--- src/rtl/hm_pkg.sv ---
package hm_pkg;
  typedef enum logic [1:0] {
    DIR_I = 2'd0,
    DIR_S = 2'd1,
    DIR_E = 2'd2
  } dir_state_e;

  localparam logic [1:0] OP_RELEASE = 2'd1;

  typedef enum logic [2:0] {
    ST_IDLE,
    ST_DECIDE,
    ST_SNP,
    ST_WAIT,
    ST_MEM,
    ST_DATA,
    ST_CPL
  } fsm_e;
endpackage

--- src/rtl/hm_dir_array.sv ---
module hm_dir_array import hm_pkg::*; #(
  parameter int N_AG    = 4,
  parameter int LINE_AW = 4
) (
  input  logic               clk_i,
  input  logic               rst_ni,
  input  logic [LINE_AW-1:0] rd_addr_i,
  output dir_state_e         rd_state_o,
  output logic [N_AG-1:0]    rd_pres_o,
  input  logic               wr_en_i,
  input  logic [LINE_AW-1:0] wr_addr_i,
  input  dir_state_e         wr_state_i,
  input  logic [N_AG-1:0]    wr_pres_i
);
  localparam int DEPTH = 1 << LINE_AW;

  dir_state_e      state_q [DEPTH];
  logic [N_AG-1:0] pres_q  [DEPTH];

  for (genvar i = 0; i < DEPTH; i++) begin : g_entry
    always_ff @(posedge clk_i or negedge rst_ni) begin
      if (!rst_ni) begin
        state_q[i] <= DIR_I;
        pres_q[i]  <= '0;
      end else if (wr_en_i && wr_addr_i == LINE_AW'(i)) begin
        state_q[i] <= wr_state_i;
        pres_q[i]  <= wr_pres_i;
      end
    end
  end

  assign rd_state_o = state_q[rd_addr_i];
  assign rd_pres_o  = pres_q[rd_addr_i];


  entry_consistent_chk: assert property (@(posedge clk_i) disable iff (!rst_ni)
    wr_en_i |-> ((wr_state_i == DIR_I) == (wr_pres_i == '0)));
endmodule

--- src/rtl/hm_dir_policy.sv ---
module hm_dir_policy import hm_pkg::*; #(
  parameter int N_AG = 4,
  parameter int AG_W = 2
) (
  input  dir_state_e      cur_state_i,
  input  logic [N_AG-1:0] cur_pres_i,
  input  logic [AG_W-1:0] req_agent_i,
  input  logic            release_i,
  output logic            need_snp_o,
  output logic [N_AG-1:0] snp_mask_o,
  output dir_state_e      nxt_state_o,
  output logic [N_AG-1:0] nxt_pres_o
);
  logic [N_AG-1:0] req_bit;
  logic [N_AG-1:0] kept;

  assign req_bit = N_AG'(1) << req_agent_i;
  assign kept    = cur_pres_i & ~req_bit;

  always_comb begin
    need_snp_o  = 1'b0;
    snp_mask_o  = '0;
    nxt_state_o = cur_state_i;
    nxt_pres_o  = cur_pres_i;
    if (release_i) begin
      if ((cur_pres_i & req_bit) != '0) begin
        nxt_pres_o  = kept;
        nxt_state_o = (kept == '0) ? DIR_I : cur_state_i;
      end
    end else begin
      unique case (cur_state_i)
        DIR_S: nxt_pres_o = cur_pres_i | req_bit;
        DIR_E: begin
          if (cur_pres_i != req_bit) begin
            need_snp_o  = 1'b1;
            snp_mask_o  = cur_pres_i;
            nxt_state_o = DIR_S;
            nxt_pres_o  = cur_pres_i | req_bit;
          end
        end
        default: begin
          nxt_state_o = DIR_E;
          nxt_pres_o  = req_bit;
        end
      endcase
    end
  end
endmodule

--- src/rtl/hm_mem_model.sv ---
module hm_mem_model #(
  parameter int LINE_AW = 4,
  parameter int DATA_W  = 32,
  parameter int MEM_LAT = 3,
  parameter int BEATS   = 2
) (
  input  logic                       clk_i,
  input  logic                       rst_ni,
  input  logic                       start_i,
  input  logic [LINE_AW-1:0]         addr_i,
  output logic                       beat_valid_o,
  output logic [$clog2(BEATS)-1:0]   beat_idx_o,
  output logic [DATA_W-1:0]          beat_data_o
);
  localparam int BEAT_W = $clog2(BEATS);
  localparam int LAST   = MEM_LAT + BEATS - 1;
  localparam int CNT_W  = $clog2(LAST + 1);
  localparam logic [DATA_W-1:0] MIX = DATA_W'(32'h9E3779B1);

  logic               busy_q;
  logic [CNT_W-1:0]   cnt_q;
  logic [LINE_AW-1:0] addr_q;
  logic [DATA_W-1:0]  seed;

  always_ff @(posedge clk_i or negedge rst_ni) begin
    if (!rst_ni) begin
      busy_q <= 1'b0;
      cnt_q  <= '0;
      addr_q <= '0;
    end else if (start_i) begin
      busy_q <= 1'b1;
      cnt_q  <= '0;
      addr_q <= addr_i;
    end else if (busy_q) begin
      if (cnt_q == CNT_W'(LAST)) busy_q <= 1'b0;
      else                       cnt_q  <= cnt_q + 1'b1;
    end
  end

  assign beat_valid_o = busy_q && (cnt_q >= CNT_W'(MEM_LAT));
  assign beat_idx_o   = BEAT_W'(cnt_q - CNT_W'(MEM_LAT));
  assign seed         = DATA_W'({addr_q, beat_idx_o}) + DATA_W'(1);
  assign beat_data_o  = seed * MIX;


  no_restart_chk: assert property (@(posedge clk_i) disable iff (!rst_ni)
    start_i |-> !busy_q);
endmodule

--- src/rtl/hm_home_agent.sv ---
module hm_home_agent import hm_pkg::*; #(
  parameter int N_AG       = 4,
  parameter int LINE_AW    = 4,
  parameter int DATA_W     = 32,
  parameter int MEM_LAT    = 3,
  parameter int LINE_BYTES = 128,
  parameter int BEAT_BYTES = 64
) (
  input  logic                                      clk_i,
  input  logic                                      rst_ni,
  input  logic                                      req_valid_i,
  output logic                                      req_ready_o,
  input  logic [$clog2(N_AG)-1:0]                   req_agent_i,
  input  logic [1:0]                                req_op_i,
  input  logic [LINE_AW-1:0]                        req_addr_i,
  output logic                                      snp_valid_o,
  output logic [N_AG-1:0]                           snp_tgt_o,
  output logic [LINE_AW-1:0]                        snp_addr_o,
  input  logic                                      snp_rsp_valid_i,
  input  logic [$clog2(N_AG)-1:0]                   snp_rsp_agent_i,
  output logic                                      dat_valid_o,
  output logic [$clog2(N_AG)-1:0]                   dat_agent_o,
  output logic [$clog2(LINE_BYTES/BEAT_BYTES)-1:0]  dat_beat_o,
  output logic [DATA_W-1:0]                         dat_data_o,
  output logic                                      cpl_valid_o,
  output logic [$clog2(N_AG)-1:0]                   cpl_agent_o,
  output logic [1:0]                                cpl_state_o
);
  localparam int AG_W   = $clog2(N_AG);
  localparam int BEATS  = LINE_BYTES / BEAT_BYTES;
  localparam int BEAT_W = $clog2(BEATS);

  fsm_e               st_q, st_d;
  logic [AG_W-1:0]    agent_q;
  logic               rel_q;
  logic [LINE_AW-1:0] addr_q;
  logic               accept;

  dir_state_e         dir_state, nxt_state;
  logic [N_AG-1:0]    dir_pres, nxt_pres, snp_mask;
  logic               need_snp;

  logic               mem_valid;
  logic [BEAT_W-1:0]  mem_beat;
  logic [DATA_W-1:0]  mem_data;

  assign accept = req_valid_i && req_ready_o;

  hm_dir_array #(.N_AG(N_AG), .LINE_AW(LINE_AW)) u_dir (
    .clk_i      (clk_i),
    .rst_ni     (rst_ni),
    .rd_addr_i  (addr_q),
    .rd_state_o (dir_state),
    .rd_pres_o  (dir_pres),
    .wr_en_i    (st_q == ST_CPL),
    .wr_addr_i  (addr_q),
    .wr_state_i (nxt_state),
    .wr_pres_i  (nxt_pres)
  );

  hm_dir_policy #(.N_AG(N_AG), .AG_W(AG_W)) u_policy (
    .cur_state_i (dir_state),
    .cur_pres_i  (dir_pres),
    .req_agent_i (agent_q),
    .release_i   (rel_q),
    .need_snp_o  (need_snp),
    .snp_mask_o  (snp_mask),
    .nxt_state_o (nxt_state),
    .nxt_pres_o  (nxt_pres)
  );

  hm_mem_model #(.LINE_AW(LINE_AW), .DATA_W(DATA_W), .MEM_LAT(MEM_LAT), .BEATS(BEATS)) u_mem (
    .clk_i        (clk_i),
    .rst_ni       (rst_ni),
    .start_i      (st_q == ST_MEM),
    .addr_i       (addr_q),
    .beat_valid_o (mem_valid),
    .beat_idx_o   (mem_beat),
    .beat_data_o  (mem_data)
  );

  always_comb begin
    st_d = st_q;
    unique case (st_q)
      ST_IDLE:   if (accept) st_d = ST_DECIDE;
      ST_DECIDE: begin
        if (rel_q)         st_d = ST_CPL;
        else if (need_snp) st_d = ST_SNP;
        else               st_d = ST_MEM;
      end
      ST_SNP:    st_d = ST_WAIT;
      // only the recorded holder's answer releases the wait
      ST_WAIT:   if (snp_rsp_valid_i && snp_mask[snp_rsp_agent_i]) st_d = ST_MEM;
      ST_MEM:    st_d = ST_DATA;
      ST_DATA:   if (mem_valid && mem_beat == BEAT_W'(BEATS - 1)) st_d = ST_CPL;
      ST_CPL:    st_d = ST_IDLE;
      default:   st_d = ST_IDLE;
    endcase
  end

  always_ff @(posedge clk_i or negedge rst_ni) begin
    if (!rst_ni) begin
      st_q    <= ST_IDLE;
      agent_q <= '0;
      rel_q   <= 1'b0;
      addr_q  <= '0;
    end else begin
      st_q <= st_d;
      if (accept) begin
        agent_q <= req_agent_i;
        rel_q   <= (req_op_i == OP_RELEASE);
        addr_q  <= req_addr_i;
      end
    end
  end

  assign req_ready_o = (st_q == ST_IDLE);
  assign snp_valid_o = (st_q == ST_SNP);
  assign snp_tgt_o   = snp_valid_o ? snp_mask : '0;
  assign snp_addr_o  = addr_q;
  assign dat_valid_o = (st_q == ST_DATA) && mem_valid;
  assign dat_agent_o = agent_q;
  assign dat_beat_o  = mem_beat;
  assign dat_data_o  = mem_data;
  assign cpl_valid_o = (st_q == ST_CPL);
  assign cpl_agent_o = agent_q;
  assign cpl_state_o = nxt_state;


  busy_hold_chk: assert property (@(posedge clk_i) disable iff (!rst_ni)
    accept |=> !req_ready_o);


  snp_scope_chk: assert property (@(posedge clk_i) disable iff (!rst_ni)
    snp_valid_o |-> ((snp_tgt_o & ~dir_pres) == '0) && ($countones(snp_tgt_o) == 1));


  snp_owner_chk: assert property (@(posedge clk_i) disable iff (!rst_ni)
    snp_valid_o |-> (dir_state == DIR_E) && !dir_pres[agent_q]);


  beat_order_chk: assert property (@(posedge clk_i) disable iff (!rst_ni)
    (dat_valid_o && dat_beat_o == '0) |=> (dat_valid_o && dat_beat_o == BEAT_W'(1)));


  cpl_pulse_chk: assert property (@(posedge clk_i) disable iff (!rst_ni)
    cpl_valid_o |=> (!cpl_valid_o && req_ready_o));
endmodule

--- config.mk ---
export PLATFORM = sky130hd
export DESIGN_NAME = hm_home_agent
export DESIGN_NICKNAME = d
export VERILOG_FILES = /design/src/rtl/hm_pkg.sv /design/src/rtl/hm_dir_array.sv /design/src/rtl/hm_dir_policy.sv /design/src/rtl/hm_mem_model.sv /design/src/rtl/hm_home_agent.sv
export SDC_FILE = /design/constraint.sdc
export NUM_CORES = 1
export LEC_CHECK = 0
export BUFFER_PORTS_ARGS = -buffer_cell sky130_fd_sc_hd__buf_4
export CAP_MARGIN = 25
export CORE_MARGIN = 2
export CORE_UTILIZATION = 40
export DETAILED_ROUTE_END_ITERATION = 10
export GPL_TIMING_DRIVEN = 0
export SYNTH_ARGS = -nofsm -noshare
export SYNTH_HDL_FRONTEND = slang
export SYNTH_SLANG_ARGS = --single-unit
--- constraint.sdc ---
create_clock -name clk_i -period 8.1 [get_ports clk_i]
set_clock_uncertainty 0.05 [all_clocks]
set_input_delay 1.215 -clock clk_i [delete_from_list [all_inputs] [get_ports clk_i]]
set_output_delay 1.215 -clock clk_i [all_outputs]
set_load 0.02 [all_outputs]
==> results.py, run 1 <==
metrics = {
    "run_status": {
        "status": "finished, final reports clean",
    },
    "yosys": {
        "synth_edf_count": 0,
        "ys_seq_elements": 114,
        "ys_warn_count": 0,
        "ys_async_sr_fraction_pct": 100.0,
        "synth_ff_type": "dfrtp_1",
        "synth_area_sq_um": 8359,
        "syn-num-nets": 979,
        "synth_mux_area_share_pct": 11.60,
        "yosysUniqueCellTypes": 64,
        "yosysSeqAreaShare_pct": 34.13,
        "syn_inst": 862,
        "synth-adder-area-share_pct": 18.29,
        "synth_xor_area_share_pct": 2.829,
        "avgSynthCellArea_sq_um": 9.698,
        "synth_top_family_by_area": "adder cells",
        "synth_compound_area_share_pct": 13.34,
        "synth_simple_gate_area_share_pct": 13.50,
    },
    "detailed_routing": {
        "firstDrtPassIters": 5,
        "wirelength_um": 20890,
        "vias": 6365,
        "wl_per_cell_um": 17.01,
        "detail_route.iter0.violations": 254,
        "drc": 0,
        "ant_nets": 0,
        "vias_per_cell": 5.183,
    },
    "timing": {
        "hold_violations": 0,
        "worst_pin_slew_ns": 0.8473,
        "fin_ws_ns": 0.4885,
        "hold_slack_ns": 0.4174,
        "layout_min_cycle_time_ns": 7.612,
        "fmax_ghz": 0.1314,
        "setup_viol": 0,
        "finalMaxSlewViolations": 0,
        "post-route-period-util_pct": 93.97,
        "rsz0062_at_grt": "no",
        "fin_tns_setup_ns": 0,
        "relSlewSlack_pct": 43.08,
    },
    "place": {
        "dp_slack_ns": 0.4977,
        "dp_hpwl_um": 15940,
        "gp_congestion": 0.8486,
        "port_buffers": 64,
    },
    "clock_network": {
        "ctsHoldBuffers": 0,
        "post_cts_buffers": 0,
        "clk_latency_ns": 0.41,
        "cts_tree": "done",
        "cts_resized": 0,
        "cts.sinks": 114,
        "cts_made_buffers": 17,
        "cts_root_buf": "clkbuf_16",
        "cts.path.max_buffers": 2,
        "clkTransAtPathRegs_ns": 0.05,
        "htree_num_levels": 4,
    },
    "floorplan": {
        "design.die.area_sq_um": 22070,
        "start_util_pct": 41.05,
        "coreArea_sq_um": 20360,
        "die_x_um": 148.6,
        "io_pins": 65,
        "dieHeight_um": 148.6,
        "rows": 52,
    },
    "setup_path": {
        "path_max_fanout": 9,
        "arrival_ns": 6.35,
        "endpoint_kind": "primary output",
        "critPathKind": "register to primary output",
        "required_ns": 6.84,
        "setup.worst_path.start_class": "register",
    },
    "global_routing": {
        "grt_pass1_vias": 6377,
        "grt_max_degree": 92,
        "grt_usage_pct": 19.96,
        "antenna_found_initial": 0,
        "grt_overflow": 0,
        "grt_pass1_wl_um": 34110,
    },
    "cells_and_area": {
        "syn2layout_area_growth_pct": 16.88,
        "mostFrequentLayoutCell": "nand2_1",
        "drive_above_1_share_pct": 17.64,
        "antennaDiodeCount": 0,
        "fillers": 1949,
        "final_util_pct": 47.98,
        "layout_common_cells": "nand2_1 (147), dfrtp_1 (114), inv_1 (94)",
        "final_nets": 1063,
    },
    "hold_path": {
        "hold_path.class": "register to register",
    },
    "run": {
        "timing.max_cap.violations": 0,
    },
}
[cells by family after synthesis]
group,after synthesis
buffers and inverters,127
AO/OA/AOI/OAI,174
AND/OR/NAND/NOR,259
flip-flops,114
adder cells (fa/ha/maj),103
XOR/XNOR,27
multiplexers,58
[per-layer routing]
metal | track usage [%] | vias to the layer above | share of wire [%]
li1 | - | 3118 | -
met1 | 26.02 | 3088 | 45
met2 | 33.54 | 120 | 48
met3 | 3.190 | 39 | 3.5
met4 | 7.667 | 0 | 3.0
met5 | 0 | - | 0
[state kept, by name, summed over array words and instances, names as in the netlist]
register,count
u_dir.state_q,32
cpl_agent_o,2
snp_addr_o,4
rel_q,1
u_mem.addr_q,4
u_mem.cnt_q,3
u_mem.busy_q,1
u_dir.pres_q,64
st_q,3
[final timing paths]
kind	cells after the start	slack (ns)	start	to
max	19	0.49	u_mem.cnt_q[0]	dat_data_o[25]
min	2	0.42	u_dir.pres_q[11]	u_dir.pres_q[11]
max reg2reg	14	3.67	snp_addr_o[1]	u_dir.pres_q[28]
min reg2reg	2	0.42	u_dir.pres_q[11]	u_dir.pres_q[11]
max in group asynchronous	2	6.66	rst_ni	u_mem.busy_q
min in group asynchronous	1	0.60	rst_ni	snp_addr_o[0]
[synthesized netlist by cell type (8+ instances only)]
cell	n	area share, %
dfrtp_1	114	34
a21o_1	10	0.90
nor2b_1	11	0.82
mux2_2	27	3.6
nand2b_1	10	0.75
inv_1	94	4.2
xor2_1	11	1.2
a21oi_1	33	2.0
fa_1	32	7.7
o21ai_0	62	3.7
nor2_1	47	2.1
xnor2_1	16	1.7
mux4_1	8	2.5
nand2_1	147	6.6
ha_1	71	11
nor3_1	10	0.60
clkbuf_1	17	0.76
mux4_2	18	4.8
o21ai_1	19	1.1
[area by class of cell]
type | instances | area [sq um] | share of cell area (%)
sequential | 114 | 2853 | 29.20
multi-input combinational | 621 | 5000 | 51.17
inverter | 95 | 356.6 | 3.650
clock buffer | 25 | 485.5 | 4.969
clock inverter | 6 | 55.05 | 0.5635
tap | 270 | 337.8 | 3.458
buffer | 32 | 171.4 | 1.754
timing repair buffer | 65 | 511.7 | 5.238
[stage by stage]
| step | instance area, sq um | instances |
|---|---|---|
| floorplan | 8359 | 862 |
| global placement | 9178 | 1196 |
| detailed placement | 9209 | 1197 |
| CTS | 9749 | 1228 |
| global route | 9771 | 1228 |
| finish | 9771 | 1228 |
[worst max-delay path, stage by stage (launching register included)]
cell and delay [ns]:
dfrtp_1 0.44, clkbuf_1 0.42, inv_1 0.32, ha_1 0.32
xor2_1 0.39, ha_1 0.40, xor2_1 0.38, ha_1 0.22
inv_1 0.06, fa_1 0.56, inv_1 0.05, ha_1 0.37
a211oi_1 0.28, o21bai_1 0.13, nor4b_1 0.55, o21ai_0 0.27
a21oi_1 0.34, o22a_1 0.20, o21ai_0 0.07, buf_4 0.16
Power of run 1 is not shown: default switching activity piles up to over one toggle a cycle in this logic, so the estimate is an artifact.
==> inputs of run 2 (changes only) <==
--- a/config.mk
+++ b/config.mk
@@ -10,3 +10,3 @@
 export CORE_MARGIN = 2
-export CORE_UTILIZATION = 40
+export CORE_UTILIZATION = 34
 export DETAILED_ROUTE_END_ITERATION = 10
--- a/constraint.sdc
+++ b/constraint.sdc
@@ -4,2 +4,2 @@
 set_output_delay 1.215 -clock clk_i [all_outputs]
-set_load 0.02 [all_outputs]
+set_load 0.05 [all_outputs]
==> results.py, run 2 (synthesized netlist as in run 1, its figures left out) <==
metrics = {
    "timing": {
        "layout_min_cycle_time_ns": 7.607,
        "relSlewSlack_pct": 41.15,
        "worst_pin_slew_ns": 0.8827,
        "rsz0062_at_grt": "no",
        "fin_ws_ns": 0.4931,
        "hold_violations": 0,
        "post-route-period-util_pct": 93.91,
        "setup_viol": 0,
        "fin_tns_setup_ns": 0,
        "finalMaxSlewViolations": 0,
        "fmax_ghz": 0.1315,
    },
    "clock_network": {
        "cts.path.max_buffers": 2,
        "cts_made_buffers": 17,
        "htree_num_levels": 4,
        "clk_latency_ns": 0.41,
        "cts_root_buf": "clkbuf_16",
        "cts_tree": "done",
        "clkTransAtPathRegs_ns": 0.05,
        "cts.sinks": 114,
    },
    "cells_and_area": {
        "drive_above_1_share_pct": 17.99,
        "multi_input_area_sq_um": 5006,
        "stdcell_count": 1280,
        "syn2layout_area_growth_pct": 18.11,
        "antennaDiodeCount": 0,
        "largest-register": "u_dir.pres_q",
        "top_regs": "u_dir.pres_q x64, u_dir.state_q x32",
        "ff_latch_area_sq_um": 2853,
        "largest_reg_flops": 64,
        "final_util_pct": 40.72,
        "mostFrequentLayoutCell": "nand2_1",
        "layout_common_cells": "nand2_1 (147), dfrtp_1 (114), inv_1 (94)",
        "final_nets": 1063,
        "fillers": 2449,
    },
    "detailed_routing": {
        "vias": 6409,
        "wirelength_um": 20500,
        "detail_route.iter0.violations": 381,
        "firstDrtPassIters": 5,
        "ant_nets": 0,
        "drc": 0,
        "wl_per_cell_um": 16.01,
        "vias_per_cell": 5.007,
    },
    "floorplan": {
        "coreArea_sq_um": 24250,
        "dieHeight_um": 160.8,
        "die_x_um": 160.8,
        "io_pins": 65,
        "rows": 57,
        "design.die.area_sq_um": 25860,
        "start_util_pct": 34.47,
    },
    "global_routing": {
        "grt_usage_pct": 16.34,
        "grt_pass1_wl_um": 33220,
        "grt_overflow": 0,
        "grt_pass1_vias": 6249,
        "antenna_found_initial": 0,
        "grt_max_degree": 99,
    },
    "place": {
        "dp_hpwl_um": 15960,
        "gp_congestion": 0.8760,
        "dp.cells": 1251,
        "dp_slack_ns": 0.2990,
        "port_buffers": 64,
    },
    "setup_path": {
        "path_max_fanout": 9,
        "endpoint_kind": "primary output",
        "rrSetupSlack_ns": 3.69,
        "arrival_ns": 6.34,
        "setup.worst_path.start_class": "register",
        "required_ns": 6.84,
        "critPathKind": "register to primary output",
    },
    "run_status": {
        "status": "finished, final reports clean",
    },
    "hold_path": {
        "hold_path.class": "register to register",
    },
    "run": {
        "timing.max_cap.violations": 0,
    },
}
run 2: changes by cell type in the layout (fill, tap and decap cells not counted):
cell       before  now
clkinv_2        5    4
o41ai_1         1    0
xnor2_1        15   16
nor4b_2         0    1
clkbuf_8        3    4
clkbuf_1       22   18
o41ai_2         0    1
bufinv_16       1    2
xnor2_2         1    0
clkbuf_2        0    1
nor4b_1         1    0
run 2: layout make-up:
cell class / count / area share, %
inverters: 95 / 3.612
clock buffers: 23 / 4.942
repair buffers: 65 / 5.183
plain buffers: 32 / 1.749
multi-input cells: 621 / 50.70
clock inverters: 6 / 0.8111
well taps: 324 / 4.106
flip-flops and latches: 114 / 28.89
run 2: layer usage:
metal	GRT usage, %	wire length [um]	vias up
li1	-	-	3122
met3	2.738	708	22
met4	4.505	273	0
met2	26.94	9939	123
met5	0	0	-
met1	22.35	9573	3142
run 2: final timing paths:
| check | startpoint | to | cells after the start |
|---|---|---|---|
| max reg2reg | snp_addr_o[0] | u_dir.pres_q[48] | 11 |
| min in group asynchronous | rst_ni | cpl_agent_o[0] | 1 |
| max in group asynchronous | rst_ni | u_dir.pres_q[48] | 2 |
| max | u_mem.cnt_q[0] | dat_data_o[30] | 20 |
| min | u_dir.pres_q[11] | u_dir.pres_q[11] | 2 |
| min reg2reg | u_dir.pres_q[11] | u_dir.pres_q[11] | 2 |
run 2: worst max-delay path, cell delays in order, from the launching register on:
cell and delay [ns]:
dfrtp_1 0.46, clkbuf_2 0.25, inv_1 0.33, ha_1 0.26, nand3_1 0.10, xnor2_1 0.45, inv_1 0.20, fa_1 0.60
fa_1 0.51, inv_1 0.05, fa_1 0.49, inv_1 0.04, ha_1 0.35, nand4_1 0.15, o21bai_1 0.21, o41ai_2 0.14
nand3_1 0.17, a311oi_2 0.18, or4b_2 0.66, nand4_1 0.10, buf_4 0.20
run 2: timing repair:
item | in CTS | in global routing
buffers inserted | 0 | 0
hold buffers | 0 | 0
setup endpoints to repair | 3 | 9
resized for setup | 1 | 5
gates cloned | 0 | 0
run 2: stage by stage:
step           hold slack [ns]  cell area [sq um]
3_3_place_gp            0.3997               9245
6_report                0.4159               9873
4_1_cts                 0.4181               9852
3_5_place_dp            0.4051               9276
2_1_floorplan           0.3873               8359
5_1_grt                 0.4397               9873
Power of run 2 is left out for the same reason.
